===== src/rtl/srp_pkg.sv =====
`timescale 1ns/1ps
package srp_pkg;
  typedef enum logic [2:0] {
    ST_IDLE,
    ST_DIR,
    ST_ADDR,
    ST_WDATA,
    ST_STOP,
    ST_TA1,
    ST_RDATA,
    ST_TA2
  } srp_state_e;
endpackage


===== src/rtl/srp_regfile.sv =====
`timescale 1ns/1ps
module srp_regfile #(
  parameter int ADDR_W   = 8,
  parameter int DATA_W   = 8,
  parameter int NUM_REGS = 16,
  parameter int PM_ADDR  = 6,
  parameter logic [7:0] PM_RESET = 8'h02
) (
  input  logic              clk,
  input  logic              rst,
  input  logic              rd_en,
  input  logic [ADDR_W-1:0] rd_addr,
  output logic [DATA_W-1:0] rd_data,
  input  logic              wr_en,
  input  logic [ADDR_W-1:0] wr_addr,
  input  logic [DATA_W-1:0] wr_data,
  output logic [DATA_W-1:0] pm_q
);
  localparam int IDX_W = (NUM_REGS > 1) ? $clog2(NUM_REGS) : 1;
  localparam logic [ADDR_W-1:0] LIMIT = ADDR_W'(NUM_REGS);
  localparam logic [ADDR_W-1:0] PM_A  = ADDR_W'(PM_ADDR);

  logic [DATA_W-1:0] mem [NUM_REGS];
  logic [DATA_W-1:0] mem_rd;
  logic              rd_hit_q, rd_pm_q;
  logic              wr_hit, rd_hit;

  assign wr_hit = wr_en && (wr_addr < LIMIT);
  assign rd_hit = rd_addr < LIMIT;

  // plain array: no reset, one write and one registered read port
  always_ff @(posedge clk) begin
    if (wr_hit && wr_addr != PM_A)
      mem[wr_addr[IDX_W-1:0]] <= wr_data;
  end

  always_ff @(posedge clk) begin
    if (rd_en)
      mem_rd <= mem[rd_addr[IDX_W-1:0]];
  end

  always_ff @(posedge clk) begin
    if (rst) begin
      pm_q     <= DATA_W'(PM_RESET);
      rd_hit_q <= 1'b0;
      rd_pm_q  <= 1'b0;
    end else begin
      if (wr_en && wr_addr == PM_A)
        pm_q <= wr_data;
      if (rd_en) begin
        rd_hit_q <= rd_hit;
        rd_pm_q  <= (rd_addr == PM_A);
      end
    end
  end

  assign rd_data = !rd_hit_q ? '0 : (rd_pm_q ? pm_q : mem_rd);

  // a read of an address outside the array returns zero
  a_r9_unimpl_zero: assert property (@(posedge clk) disable iff (rst)
    $past(rd_en && !(rd_addr < LIMIT)) |-> rd_data == '0);

  // the power-mode field takes the written value
  a_r10_pm_update: assert property (@(posedge clk) disable iff (rst)
    $past(wr_en && wr_addr == PM_A && !rst) |-> pm_q == $past(wr_data));
endmodule


===== src/rtl/srp_frame_fsm.sv =====
`timescale 1ns/1ps
module srp_frame_fsm
  import srp_pkg::*;
#(
  parameter int ADDR_W = 8,
  parameter int DATA_W = 8
) (
  input  logic              clk,
  input  logic              rst,
  input  logic              line_in,
  input  logic [DATA_W-1:0] rd_data,
  output logic              rd_en,
  output logic [ADDR_W-1:0] rd_addr,
  output logic              wr_en,
  output logic [ADDR_W-1:0] wr_addr,
  output logic [DATA_W-1:0] wr_data,
  output logic              drv_oe,
  output logic              drv_bit
);
  localparam int MAXW  = (DATA_W > ADDR_W) ? DATA_W : ADDR_W;
  localparam int CNT_W = $clog2(MAXW);

  srp_state_e        state;
  logic [CNT_W-1:0]  cnt;
  logic              rw_q;
  logic [ADDR_W-1:0] addr_q;
  logic [DATA_W-1:0] data_q;
  logic              oe_q, out_q;
  logic [ADDR_W-1:0] full_addr;
  logic              last_addr;

  assign full_addr = {addr_q[ADDR_W-2:0], line_in};
  assign last_addr = (state == ST_ADDR) && (cnt == '0);
  assign rd_en     = last_addr && rw_q;
  assign rd_addr   = full_addr;
  assign wr_en     = (state == ST_STOP) && !line_in;
  assign wr_addr   = addr_q;
  assign wr_data   = data_q;
  assign drv_oe    = oe_q;
  assign drv_bit   = out_q;

  always_ff @(posedge clk) begin
    if (rst) begin
      state  <= ST_IDLE;
      cnt    <= '0;
      rw_q   <= 1'b0;
      addr_q <= '0;
      data_q <= '0;
      oe_q   <= 1'b0;
      out_q  <= 1'b0;
    end else begin
      unique case (state)
        ST_IDLE:  if (line_in) state <= ST_DIR;
        ST_DIR: begin
          rw_q  <= line_in;
          cnt   <= CNT_W'(ADDR_W - 1);
          state <= ST_ADDR;
        end
        ST_ADDR: begin
          addr_q <= full_addr;
          if (cnt == '0) begin
            if (rw_q) state <= ST_TA1;
            else begin
              cnt   <= CNT_W'(DATA_W - 1);
              state <= ST_WDATA;
            end
          end else cnt <= cnt - 1'b1;
        end
        ST_WDATA: begin
          data_q <= {data_q[DATA_W-2:0], line_in};
          if (cnt == '0) state <= ST_STOP;
          else cnt <= cnt - 1'b1;
        end
        ST_STOP: state <= ST_IDLE;
        ST_TA1: begin
          out_q  <= rd_data[DATA_W-1];
          data_q <= {rd_data[DATA_W-2:0], 1'b0};
          oe_q   <= 1'b1;
          cnt    <= CNT_W'(DATA_W - 1);
          state  <= ST_RDATA;
        end
        ST_RDATA: begin
          if (cnt == '0) begin
            oe_q  <= 1'b0;
            out_q <= 1'b0;
            state <= ST_TA2;
          end else begin
            out_q  <= data_q[DATA_W-1];
            data_q <= {data_q[DATA_W-2:0], 1'b0};
            cnt    <= cnt - 1'b1;
          end
        end
        ST_TA2:  state <= ST_IDLE;
        default: state <= ST_IDLE;
      endcase
    end
  end

  // no drive while a write frame is in progress
  a_r8_no_drive_write: assert property (@(posedge clk) disable iff (rst)
    (state == ST_WDATA || state == ST_STOP || (state == ST_ADDR && !rw_q)) |-> !oe_q);

  // the drive always follows one undriven turnaround slot
  a_r6_turnaround_lead: assert property (@(posedge clk) disable iff (rst)
    $rose(oe_q) |-> $past(state == ST_TA1));

  // after release the line stays undriven and the port returns to idle
  a_r7_turnaround_trail: assert property (@(posedge clk) disable iff (rst)
    $fell(oe_q) |=> (!oe_q && state == ST_IDLE));

  // a commit only ever follows the last data bit
  a_r5_commit_after_data: assert property (@(posedge clk) disable iff (rst)
    wr_en |-> $past(state == ST_WDATA));
endmodule


===== src/rtl/srp_serial_port.sv =====
`timescale 1ns/1ps
module srp_serial_port #(
  parameter int ADDR_W   = 8,
  parameter int DATA_W   = 8,
  parameter int NUM_REGS = 16,
  parameter int PM_ADDR  = 6,
  parameter logic [7:0] PM_RESET = 8'h02
) (
  input  logic              clk,
  input  logic              rst,
  input  logic              sd_in,
  output logic              sd_out,
  output logic              sd_oe,
  output logic [DATA_W-1:0] pm_mode
);
  logic              rd_en, wr_en;
  logic [ADDR_W-1:0] rd_addr, wr_addr;
  logic [DATA_W-1:0] rd_data, wr_data;

  srp_frame_fsm #(.ADDR_W(ADDR_W), .DATA_W(DATA_W)) u_fsm (
    .clk     (clk),
    .rst     (rst),
    .line_in (sd_in),
    .rd_data (rd_data),
    .rd_en   (rd_en),
    .rd_addr (rd_addr),
    .wr_en   (wr_en),
    .wr_addr (wr_addr),
    .wr_data (wr_data),
    .drv_oe  (sd_oe),
    .drv_bit (sd_out)
  );

  srp_regfile #(
    .ADDR_W(ADDR_W), .DATA_W(DATA_W), .NUM_REGS(NUM_REGS),
    .PM_ADDR(PM_ADDR), .PM_RESET(PM_RESET)
  ) u_regs (
    .clk     (clk),
    .rst     (rst),
    .rd_en   (rd_en),
    .rd_addr (rd_addr),
    .rd_data (rd_data),
    .wr_en   (wr_en),
    .wr_addr (wr_addr),
    .wr_data (wr_data),
    .pm_q    (pm_mode)
  );
endmodule


===== config.mk =====
export PLATFORM = sky130hd
export DESIGN_NAME = srp_serial_port
export DESIGN_NICKNAME = d
export VERILOG_FILES = /design/src/rtl/srp_pkg.sv /design/src/rtl/srp_regfile.sv /design/src/rtl/srp_frame_fsm.sv /design/src/rtl/srp_serial_port.sv
export SDC_FILE = /design/constraint.sdc
export NUM_CORES = 1
export LEC_CHECK = 0
export ABC_AREA = 1
export BUFFER_PORTS_ARGS = -buffer_cell sky130_fd_sc_hd__buf_2
export CELL_PAD_IN_SITES_DETAIL_PLACEMENT = 0
export CELL_PAD_IN_SITES_GLOBAL_PLACEMENT = 2
export CORE_AREA = 2 2 166 168
export CTS_BUF_LIST = sky130_fd_sc_hd__clkbuf_4
export CTS_CLUSTER_DIAMETER = 100
export DETAILED_ROUTE_END_ITERATION = 8
export DIE_AREA = 0 0 168 170
export PLACE_DENSITY_LB_ADDON = 0.1
export SLEW_MARGIN = 0
export SYNTH_ARGS = -nofsm -noshare
export SYNTH_HDL_FRONTEND = slang
export SYNTH_SLANG_ARGS = --single-unit

===== constraint.sdc =====
create_clock -name clk -period 1.91 [get_ports clk]
set_input_delay 0.0955 -clock clk [delete_from_list [all_inputs] [get_ports clk]]
set_output_delay 0.0955 -clock clk [all_outputs]
set_load 0.01 [all_outputs]

======== After elaboration in Yosys (flattened, before gate mapping) ========
Memories as Yosys holds them, arrays and structs flattened. A register that Yosys moved wholly into a read port is not among the register bits.
Cells that the tools add are included.
operators by class
  $add $sub $neg .......................... 1
  multiply operators ...................... 0
  div/mod/pow operators ................... 0
  order comparisons ....................... 2
  equal/unequal tests ..................... 17
  shift operators ......................... 0
  muxes and demuxes ....................... 20
  bitwise gates (word level) .............. 0
  reduce and logical (&&, ||, !) cells .... 19
operators with widths
  cell                                                    count
  two-way mux 3 bit                                       8
  two-way mux 8 bit                                       3
  one-hot mux 8 bit (3 select lines)                      1
  one-hot mux 3 bit (7 select lines)                      1
  == test 8 x 3 -> 1 bit (second input constant)          2
  < comparator 8 x 5 -> 1 bit (second input constant)     2
  == test 3 bit (second input constant)                   4
  one-hot mux 3 bit (3 select lines)                      1
  inequality test 2 bit (second input constant)           4
  inequality test 8 x 3 -> 1 bit (second input constant)  1
  == test 3 x 2 -> 1 bit (second input constant)          2
  logical AND 1 bit                                       6
  zero test 3 bit                                         2
  nonzero test 3 bit                                      2
  OR reduction 2 bit                                      3
  two-way mux 1 bit                                       4
  inequality test 2 x 1 -> 1 bit (second input constant)  2
  one-hot mux 1 bit (2 select lines)                      2
  AND reduction 2 bit                                     2
  AND reduction 4 bit                                     1
  == test 3 x 1 -> 1 bit (second input constant)          1
  inequality test 3 bit (second input constant)           1
  AND reduction 3 bit                                     1
  subtractor 3 x 1 -> 3 bit (second input constant)       1
  other kinds (2)                                         2
word-level totals
  register bits after elaboration ......... 35
  latch bits .............................. 0
  RAM bits ................................ 128
  ROM bits ................................ 0
  input port bits ......................... 3
  logic and storage cells ................. 70
  memories kept ........................... 1
memories
  name        words  bits a word  rd ports  clocked after memory_dff  write ports  RTL line           source
  u_regs.mem  16     8            1         1                         1            srp_regfile.sv:23  logic [DATA_W-1:0] mem [NUM_REGS];

======== Logic depth before layout (Yosys ltp) ========
Gate-level depths: netlist of run 1.
  depth in word-level cells ............... 6
  mapped depth ............................ 10

======== Cells and area by module ========
Synthesis of run 1 repeated with hierarchy kept, for this count alone.
second synthesis, totals
  cell total of the unflattened synthesis .. 856
  area total of the unflattened synthesis .. 7871.3 µm²
by module, submodules not included
  module         times used  cells each  area each (µm²)  sequential area each (µm²)
  srp_regfile    1           671         6495.0           4284.1
  srp_frame_fsm  1           185         1376.3           500.5

======== Worst setup path before layout of run 1 ========
OpenSTA, ideal clock, no wires.
  path kind ............................... reg-to-reg
  from .................................... register u_fsm.state[0]
  to ...................................... memory u_regs.mem[12][0] (enable)
  arrival ................................. 1.422 ns
  slack ................................... 0.118 ns
  stages on the path, launching flop included .. 7
  buffers on the path ..................... 1
  period minus slack after synthesis ...... 1.792 ns
  cell sequence ........................... dfxtp_1 -> buf_4 -> nor2_1 -> nand3_2 -> nor2_2 -> nand3_1 -> nor2_1
on the way
  longest elaborated chain between the ends .. 6
ends and longest elaborated chain
  element                                  RTL line             source
  from (decl)                              srp_frame_fsm.sv:23  srp_state_e state;
  from (signal assigned)                   srp_frame_fsm.sv:44  state <= ST_IDLE;
  from (signal assigned)                   srp_frame_fsm.sv:53  ST_IDLE: if (line_in) state <= ST_DIR;
  from (signal assigned)                   srp_frame_fsm.sv:57  state <= ST_ADDR;
  == test 3 bit                            srp_frame_fsm.sv:36  assign wr_en = (state == ST_STOP) && !line_in;
  logical AND 1 bit                        srp_frame_fsm.sv:36
  logical AND 1 bit                        srp_regfile.sv:28    assign wr_hit = wr_en && (wr_addr < LIMIT);
  logical AND 1 bit                        srp_regfile.sv:33    if (wr_hit && wr_addr != PM_A)
  two-way mux 1 bit                        srp_regfile.sv:33
  two-way mux 1 bit (implied by the code)  srp_regfile.sv:34    mem[wr_addr[IDX_W-1:0]] <= wr_data;
  to (decl)                                srp_regfile.sv:23
Every way passes these cells.

======== Worst setup path in the final report of run 1 ========
  from .................................... register u_fsm.state[1]
  to ...................................... memory u_regs.mem[4][5] (enable)
The elaborated chain is that of the path after synthesis.

==> impl_table.tex, run 1 <==
\begin{tabular}{lr}
\hline
Metric & Value \\
\hline
\multicolumn{2}{l}{\textbf{Floorplanning}} \\
\quad Top-Level Pins & 13 \\
\quad Std-Cell Core Area & 26650 sq um \\
\quad Vert. Die Dim & 170 microns \\
\quad FP Rows & 60 \\
\quad Initial cell density of the core & 0.2768 \\
\quad Die Outline Area & 28560 sq um \\
\quad Die outline width & 168 microns \\
\multicolumn{2}{l}{\textbf{Layout}} \\
\quad Final-layout fill cell count & 2781 \\
\quad Total number of nets in the final design & 826 \\
\quad Share of the core filled with cells & 0.3161 \\
\quad Area Overhead vs Synth & 14.22\% \\
\quad Share of post-route cells with drive strength above 1 & 0.1295 \\
\multicolumn{2}{l}{\textbf{Setup path}} \\
\quad Setup CP Type & reg2reg \\
\quad Flop-to-flop setup slack & 0.23 ns \\
\quad Worst path buffer plus inverter count & 1 \\
\quad Crit Path Max Fanout & 8 \\
\quad Data required time at the worst endpoint & 2.14 ns \\
\quad Worst path cell trace & nor2\_1 -> nand3\_2 -> nor2\_4 -> nand4\_1 -> inv\_1 \\
\quad Crit end category & register \\
\quad Worst endpoint data arrival time & 1.91 ns \\
\quad Critical Path Max Stage Delay & 0.34 ns \\
\quad Highest-delay cell along the critical path & sky130\_fd\_sc\_hd\_\_dfxtp\_1 \\
\quad Critical Path Start Type & register \\
\quad CP delay by family, top & simple AND/OR/NAND/NOR gates \\
\multicolumn{2}{l}{\textbf{Clock tree}} \\
\quad Clock tree from TritonCTS & built \\
\quad Clock Tree Buf Depth & 2 \\
\quad Root Buffer & sky130\_fd\_sc\_hd\_\_clkbuf\_4 \\
\quad Clock slew at reported path FFs & 0.17 ns \\
\quad H-Tree Level Count & 4 \\
\quad CTS sink count & 171 \\
\quad Number of buffers added by the clock tree synthesis step & 17 \\
\quad Clock insertion delay at the later pin of the skew report & 0.57 ns \\
\quad Setup bufs post-CTS & 0 \\
\multicolumn{2}{l}{\textbf{Worst hold path}} \\
\quad Class of the most critical hold timing path & in2reg \\
\multicolumn{2}{l}{\textbf{Global route}} \\
\quad Via count of the first global-routing pass & 5045 \\
\quad Gr ovfl total & 0 \\
\quad GRT Overall Usage & 0.1515 \\
\quad Wire length of the first global-routing pass & 31.39 mm \\
\quad Number of antenna violations at the first check in global routing & 1 \\
\quad Maximum number of pins on one net before global-route repair & 27 \\
\multicolumn{2}{l}{\textbf{Synthesis}} \\
\quad Unique masters post-synth & 25 \\
\quad Share of async-settable or async-resettable flops after synthesis & 0 \\
\quad Biggest area consumer among synthesized cells & sky130\_fd\_sc\_hd\_\_edfxtp\_1 \\
\quad Top cells by area, synth & sky130\_fd\_sc\_hd\_\_edfxtp\_1 (55\%), sky130\_fd\_sc\_hd\_\_nand2\_1 (14\%), sky130\_fd\_sc\_hd\_\_dfxtp\_1 (9.5\%), sky130\_fd\_sc\_hd\_\_nand3\_1 (4.1\%), sky130\_fd\_sc\_hd\_\_inv\_1 (4.1\%) \\
\quad Most repeated cell in the gate-level netlist after synthesis & sky130\_fd\_sc\_hd\_\_nand2\_1 \\
\quad Part of the Yosys area used for sequential elements & 0.6487 \\
\quad Post-synth EDFFs & 136 \\
\quad Synthesized cell area & 7376 sq um \\
\quad Yosys top cell area share & 0.5537 \\
\quad Ys flop type & sky130\_fd\_sc\_hd\_\_edfxtp\_1 \\
\quad Most numerous cell types in the synthesized netlist & sky130\_fd\_sc\_hd\_\_nand2\_1 (283), sky130\_fd\_sc\_hd\_\_edfxtp\_1 (136), sky130\_fd\_sc\_hd\_\_inv\_1 (81) \\
\quad Register bit count reported by yosys & 171 \\
\quad Synth Instances & 766 \\
\quad Synthesized area divided by synthesized cell count & 9.629 sq um \\
\quad YS warnings & 0 \\
\multicolumn{2}{l}{\textbf{Drt}} \\
\quad Antenna Nets Post-Route & 0 \\
\quad Vias per inst & 4.403 \\
\quad Number of detailed-routing iterations run before antenna repair & 4 \\
\quad DRT iter0 DRCs & 389 \\
\quad Via count & 5178 \\
\quad Post-route DRC & 0 \\
\quad Post-detailed-routing wire length & 20.76 mm \\
\quad Routed len/inst & 17.65 microns \\
\multicolumn{2}{l}{\textbf{Timing}} \\
\quad Tcrit/Tclk final & 0.8788 \\
\quad Post-layout min period & 1.678 ns \\
\quad Peak Freq & 595.8 MHz \\
\quad Worst slew pin tran & 0.5960 ns \\
\quad Total negative slack & 0 ns \\
\quad RSZ-0062 raised after global routing & false \\
\quad Worst clock skew & 0.02806 ns \\
\quad Final count of hold timing violations & 0 \\
\quad Minimum setup slack in the final design & 0.2316 ns \\
\quad Slew Viols, Final & 0 \\
\quad Max\_slew headroom & 0.6022 \\
\quad Setup violators final & 0 \\
\multicolumn{2}{l}{\textbf{Power and ir drop}} \\
\quad Switching power share of the total & 0.3586 \\
\quad Logic pwr share & 0.272 \\
\quad PD cells & 1087 nW/um\^{}2 \\
\quad Maximum vdd drop & 0.4179 mV \\
\quad Part of the total power dissipated in sequential elements & 0.481 \\
\quad P\_int & 5873 uW \\
\quad Clock group share of total power & 0.248 \\
\quad Lkg Pwr & 0.003494 uW \\
\quad Total net switching power & 3284 uW \\
\multicolumn{2}{l}{\textbf{Placed design}} \\
\quad Half-perimeter wire length after placement & 14.41 mm \\
\quad Post-place setup slack & 0.09081 ns \\
\quad Last weighted congestion value of the routability-driven placer & 0.7623 \\
\quad Count of port buffers added during placement & 12 \\
\multicolumn{2}{l}{\textbf{Outcome}} \\
\quad Outcome & completed \\
\multicolumn{2}{l}{\textbf{Run}} \\
\quad Maximum Capacitance Violations & 0 \\
\hline
\end{tabular}
-- area by class of cell --
type / instances / area, sq um / area share
inverter: 89 / 334.1 / 0.03966
timing repair buffer: 56 / 432.9 / 0.05139
clock inverter: 15 / 180.2 / 0.02139
tap: 341 / 426.7 / 0.05065
sequential: 171 / 4787 / 0.5682
antenna: 1 / 2.502 / 0.0002970
multi-input combinational: 486 / 2133 / 0.2532
clock buffer: 17 / 127.6 / 0.01515
-- flip-flops by register name, summed over array words and instances (netlist names) --
signal           count
u_regs.mem         128
u_fsm.wr_addr        8
u_fsm.wr_data        8
u_regs.mem_rd        8
u_regs.pm_q          8
u_fsm.cnt            3
u_fsm.state          3
u_fsm.drv_bit        1
u_fsm.drv_oe         1
u_fsm.rw_q           1
u_regs.rd_hit_q      1
u_regs.rd_pm_q       1
-- worst min-delay path, cell delays in order --
cell and delay [ns]:
sky130_fd_sc_hd__dlygate4sd3_1 0.53, sky130_fd_sc_hd__buf_2 0.24, sky130_fd_sc_hd__a21oi_1 0.14
-- stage by stage --
step                      cell area, sq um  power [uW]  hold WS [ns]  std cells
after floorplan                       7402        6071        0.2855        773
after global placement                8087        7034        0.4476       1141
after detailed placement              8087        7028        0.4605       1141
after CTS                             8414        9322        0.3947       1175
after global routing                  8424        9741        0.4126       1176
final                                 8424        9157        0.4515       1176
-- timing repair --
item                                   in CTS  in global routing
endpoints found under the hold margin      15                  0
gates resized for setup                     0                  3
hold buffers                                2                  0
setup endpoints to repair                   0                 48
-- worst paths after layout --
kind,depth (start not counted),start,end
worst min-delay path,3,rst,u_fsm.drv_oe
worst max register to register,5,u_fsm.state[1],u_regs.mem[4][5]
worst max-delay path,5,u_fsm.state[1],u_regs.mem[4][5]
worst min register to register,2,u_fsm.wr_addr[7],u_fsm.wr_addr[7]
-- power by group through the flow --
stage               clock network, uW  logic (uW)  registers (uW)
finish                           2270        2490            4400
global route                     2510        2810            4420
CTS                              2370        2560            4400
detailed placement                  0        2540            4480
global placement                    0        2550            4480
floorplan                           0        1580            4490
-- per-layer routing --
layer	share of wire	track usage	wire length, microns	up-vias
met1	0.48	0.2063	9863	2486
li1	-	-	-	2583
met2	0.46	0.2382	9464	84
met4	0.028	0.06276	573	0
met5	0	0	0	-
met3	0.041	0.02791	857	25
-- cell families (layout without fill, tap and decap cells) --
logic type                 Yosys count  after routing  share of synthesized area
buffers and inverters              116            177                    0.06667
DFF                                171            171                     0.6487
and+or+nand+nor                    430            430                     0.2492
AOI/OAI and AO/OA                   46             46                    0.03155
other                                1              9                  0.0005084
adders and majority gates            2              2                   0.003392
-- layout by cell type (no fill, tap or decap), types with 2 or more instances in the layout --
master,n
sky130_fd_sc_hd__inv_6,4
sky130_fd_sc_hd__inv_1,81
sky130_fd_sc_hd__clkbuf_4,17
sky130_fd_sc_hd__dlygate4sd3_1,2
sky130_fd_sc_hd__o21ai_0,21
sky130_fd_sc_hd__conb_1,8
sky130_fd_sc_hd__ha_1,2
sky130_fd_sc_hd__dfxtp_2,2
sky130_fd_sc_hd__buf_12,3
sky130_fd_sc_hd__inv_8,3
sky130_fd_sc_hd__a21oi_1,24
sky130_fd_sc_hd__nor2_2,2
sky130_fd_sc_hd__nor2_1,59
sky130_fd_sc_hd__clkinv_1,2
sky130_fd_sc_hd__bufinv_16,2
sky130_fd_sc_hd__dfxtp_1,33
sky130_fd_sc_hd__nand3_1,61
sky130_fd_sc_hd__nor2_4,3
sky130_fd_sc_hd__edfxtp_1,136
sky130_fd_sc_hd__nand4_1,4
sky130_fd_sc_hd__inv_2,7
sky130_fd_sc_hd__nand2_1,283
sky130_fd_sc_hd__nand3b_1,8
sky130_fd_sc_hd__buf_4,39
sky130_fd_sc_hd__nor2_8,3
sky130_fd_sc_hd__clkinvlp_4,3
sky130_fd_sc_hd__buf_2,12
sky130_fd_sc_hd__nand2_4,2
sky130_fd_sc_hd__nand3_2,3
(Power assumes the default switching activity.)
==> inputs of run 2 (changes only) <==
--- a/config.mk
+++ b/config.mk
@@ -15,7 +15,7 @@
 export DETAILED_ROUTE_END_ITERATION = 8
 export DIE_AREA = 0 0 168 170
 export PLACE_DENSITY_LB_ADDON = 0.1
-export SLEW_MARGIN = 0
+export SLEW_MARGIN = 20
 export SYNTH_ARGS = -nofsm -noshare
 export SYNTH_HDL_FRONTEND = slang
 export SYNTH_SLANG_ARGS = --single-unit
==> constraint.sdc (replaced) <==
create_clock -name clk -period 1.91 [get_ports clk]
set_input_delay 0.191 -clock clk [delete_from_list [all_inputs] [get_ports clk]]
set_output_delay 0.191 -clock clk [all_outputs]
set_load 0.01 [all_outputs]
==> run 2 against run 1 <==
Die area stayed put. Cell count fell by 0.17%. Sequential share of layout area rose by 0.52 points. Register-to-register slack worse by 0.098 ns. Fmax decreased by 5.5%.
==> impl_table.tex, run 2 (synthesized netlist as in run 1, its figures left out) <==
\begin{tabular}{lr}
\hline
Metric & Value \\
\hline
\multicolumn{2}{l}{\textbf{Outcome}} \\
\quad Outcome & completed \\
\multicolumn{2}{l}{\textbf{Timing}} \\
\quad Post-layout min period & 1.776 ns (+0.09784 ns) \\
\quad Slew Viols, Final & 0 (unchanged) \\
\quad Minimum setup slack in the final design & 0.1337 ns (-0.09784 ns) \\
\quad Total negative slack & 0 ns (unchanged) \\
\quad Setup violators final & 0 (unchanged) \\
\quad RSZ-0062 raised after global routing & false \\
\quad Tcrit/Tclk final & 0.9300 (+0.05122) \\
\quad Worst clock skew & 0.03167 ns (+0.003614 ns) \\
\quad Max\_slew headroom & 0.5775 (-0.02468) \\
\quad Peak Freq & 563.0 MHz (-5.5\%) \\
\quad Final count of hold timing violations & 0 (unchanged) \\
\quad Worst slew pin tran & 0.6330 ns (+0.03697 ns) \\
\multicolumn{2}{l}{\textbf{Setup path}} \\
\quad Critical Path Start Type & register \\
\quad Crit end category & register \\
\quad Endpoint of the worst register-to-register path & u\_regs.mem[2][0] \\
\quad Data required time at the worst endpoint & 2.16 ns (+0.02 ns) \\
\quad Flop-to-flop setup slack & 0.13 ns (-0.10 ns) \\
\quad FF-to-FF Start & u\_fsm.wr\_addr[1] \\
\quad Worst endpoint data arrival time & 2.02 ns (+0.11 ns) \\
\quad Crit Path Max Fanout & 14 (+6) \\
\quad Crit path from & u\_fsm.wr\_addr[1] \\
\quad Setup CP Type & reg2reg \\
\quad Worst reg-to-reg path cell count & 6 (+1) \\
\multicolumn{2}{l}{\textbf{Layout}} \\
\quad Sequential cell area & 4786 sq um (about the same) \\
\quad Fin cells & 1174 (-0.17\%) \\
\quad Share of the core filled with cells & 0.3131 (-0.002957) \\
\quad Area Overhead vs Synth & 13.15\% \\
\quad Most used cells in the layout excluding fill and tap cells & sky130\_fd\_sc\_hd\_\_nand2\_1 (283), sky130\_fd\_sc\_hd\_\_edfxtp\_1 (136), sky130\_fd\_sc\_hd\_\_inv\_1 (80) \\
\quad Multi-input gate area & 2133 sq um (unchanged) \\
\quad Largest register FFs & 128 (unchanged) \\
\quad Most frequent standard cell in the layout excluding fill and tap cells & sky130\_fd\_sc\_hd\_\_nand2\_1 \\
\quad Share of post-route cells with drive strength above 1 & 0.1286 (-0.0008906) \\
\quad Final-layout fill cell count & 2792 (+0.40\%) \\
\quad Total number of nets in the final design & 825 (-0.12\%) \\
\quad Final instance area & 8346 sq um (-0.94\%) \\
\multicolumn{2}{l}{\textbf{Floorplanning}} \\
\quad Die Outline Area & 28560 sq um (unchanged) \\
\quad Std-Cell Core Area & 26650 sq um (unchanged) \\
\quad Initial cell density of the core & 0.2768 (unchanged) \\
\quad Die outline width & 168 microns (unchanged) \\
\quad Top-Level Pins & 13 (unchanged) \\
\quad FP Rows & 60 (unchanged) \\
\quad Vert. Die Dim & 170 microns (unchanged) \\
\multicolumn{2}{l}{\textbf{Global route}} \\
\quad GRT Overall Usage & 0.1518 (+0.0003482) \\
\quad Gr ovfl total & 0 (unchanged) \\
\quad Wire length of the first global-routing pass & 31.64 mm (+0.81\%) \\
\quad Maximum number of pins on one net before global-route repair & 27 (unchanged) \\
\quad Number of antenna violations at the first check in global routing & 1 (unchanged) \\
\quad Via count of the first global-routing pass & 5049 (+0.079\%) \\
\multicolumn{2}{l}{\textbf{Placed design}} \\
\quad Last weighted congestion value of the routability-driven placer & 0.7605 (-0.24\%) \\
\quad Count of port buffers added during placement & 12 (unchanged) \\
\quad Post-place setup slack & 0.08794 ns (-0.002866 ns) \\
\quad Half-perimeter wire length after placement & 14.55 mm (+0.92\%) \\
\quad Total placed cells including tap cells & 1141 (unchanged) \\
\quad Dpl cell area & 8087 sq um (unchanged) \\
\multicolumn{2}{l}{\textbf{Drt}} \\
\quad Post-route DRC & 0 (unchanged) \\
\quad Antenna Nets Post-Route & 0 (unchanged) \\
\quad DRT iter0 DRCs & 397 (+2.1\%) \\
\quad Vias per inst & 4.393 (-0.24\%) \\
\quad Via count & 5157 (-0.41\%) \\
\quad Post-detailed-routing wire length & 20.84 mm (+0.40\%) \\
\quad Routed len/inst & 17.75 microns (+0.57\%) \\
\quad Number of detailed-routing iterations run before antenna repair & 4 (unchanged) \\
\multicolumn{2}{l}{\textbf{Worst hold path}} \\
\quad WHS Endpoint & u\_fsm.wr\_data[0] \\
\quad Class of the most critical hold timing path & in2reg \\
\quad HP Start & sd\_in \\
\quad Hold-critical path depth & 4 (+1) \\
\multicolumn{2}{l}{\textbf{Clock tree}} \\
\quad Root Buffer & sky130\_fd\_sc\_hd\_\_clkbuf\_4 \\
\quad Clock tree from TritonCTS & built \\
\quad Setup bufs post-CTS & 0 (unchanged) \\
\quad Clock insertion delay at the later pin of the skew report & 0.55 ns (-0.02 ns) \\
\quad H-Tree Level Count & 4 (unchanged) \\
\quad Clock slew at reported path FFs & 0.16 ns (about the same) \\
\quad Number of buffers added by the clock tree synthesis step & 17 (unchanged) \\
\quad Clock Tree Buf Depth & 2 (unchanged) \\
\quad CTS sink count & 171 (unchanged) \\
\multicolumn{2}{l}{\textbf{Power and ir drop}} \\
\quad PD cells & 1049 nW/um\^{}2 (-3.5\%) \\
\quad Lkg Pwr & 0.003441 uW (-1.5\%) \\
\quad Maximum vdd drop & 0.4230 mV (+1.2\%) \\
\multicolumn{2}{l}{\textbf{Run}} \\
\quad Maximum Capacitance Violations & 0 (unchanged) \\
\hline
\end{tabular}
==> run 2: final cells by class <==
cell class,count,share of cell area
Timing Repair Buffer,55,0.05067
Clock buffer,19,0.01709
Antenna cell,1,0.0002999
Inverter,89,0.04048
Multi-Input combinational cell,486,0.2556
Sequential cell,171,0.5735
Tap cell,341,0.05112
Clock inverter,12,0.01124
==> run 2: report_power, final <==
part           internal (uW)  switching [uW]  total (uW)
clock                    553            1310        1860
sequential              4280             117        4400
combinational            764            1740        2500
==> run 2: how the worst max path moves through the flow <==
stage / to / slack, ns
final: u_regs.mem[2][0] / 0.13
after global routing: u_regs.mem_rd[7] / 0.009
after CTS: u_regs.mem_rd[5] / 0.07
after detailed placement: u_regs.mem_rd[5] / 0.09
after global placement: u_regs.mem_rd[5] / 0.1
after floorplan: u_regs.mem[12][0] / 0.12
==> run 2: critical path, cell delays in order, from the launching register on <==
cell and delay [ns]:
sky130_fd_sc_hd__dfxtp_1 0.51, sky130_fd_sc_hd__inv_2 0.14, sky130_fd_sc_hd__nor2_8 0.13, sky130_fd_sc_hd__buf_4 0.22, sky130_fd_sc_hd__nand2_1 0.12, sky130_fd_sc_hd__nor2_1 0.17
sky130_fd_sc_hd__buf_4 0.20
==> run 2: timing repair <==
item                                   CTS  global route
setup endpoints to repair                0            51
resized for setup                        0             3
endpoints found under the hold margin    8             0
hold buffers                             1             0
==> run 2: metal layers <==
metal  vias up  track usage  share of wire
met5         -            0              0
met4         0      0.03705          0.017
met3        15      0.02674          0.027
met2        72       0.2485           0.47
met1      2493       0.2097           0.48
li1       2577            -              -
==> run 2: stage by stage <==
step | power [uW] | hold WS [ns]
3_5_place_dp | 7026 | 0.4546
4_1_cts | 8905 | 0.08141
6_report | 8757 | 0.1483
5_1_grt | 9351 | 0.09523
3_3_place_gp | 7041 | 0.4465
2_1_floorplan | 6071 | 0.3810
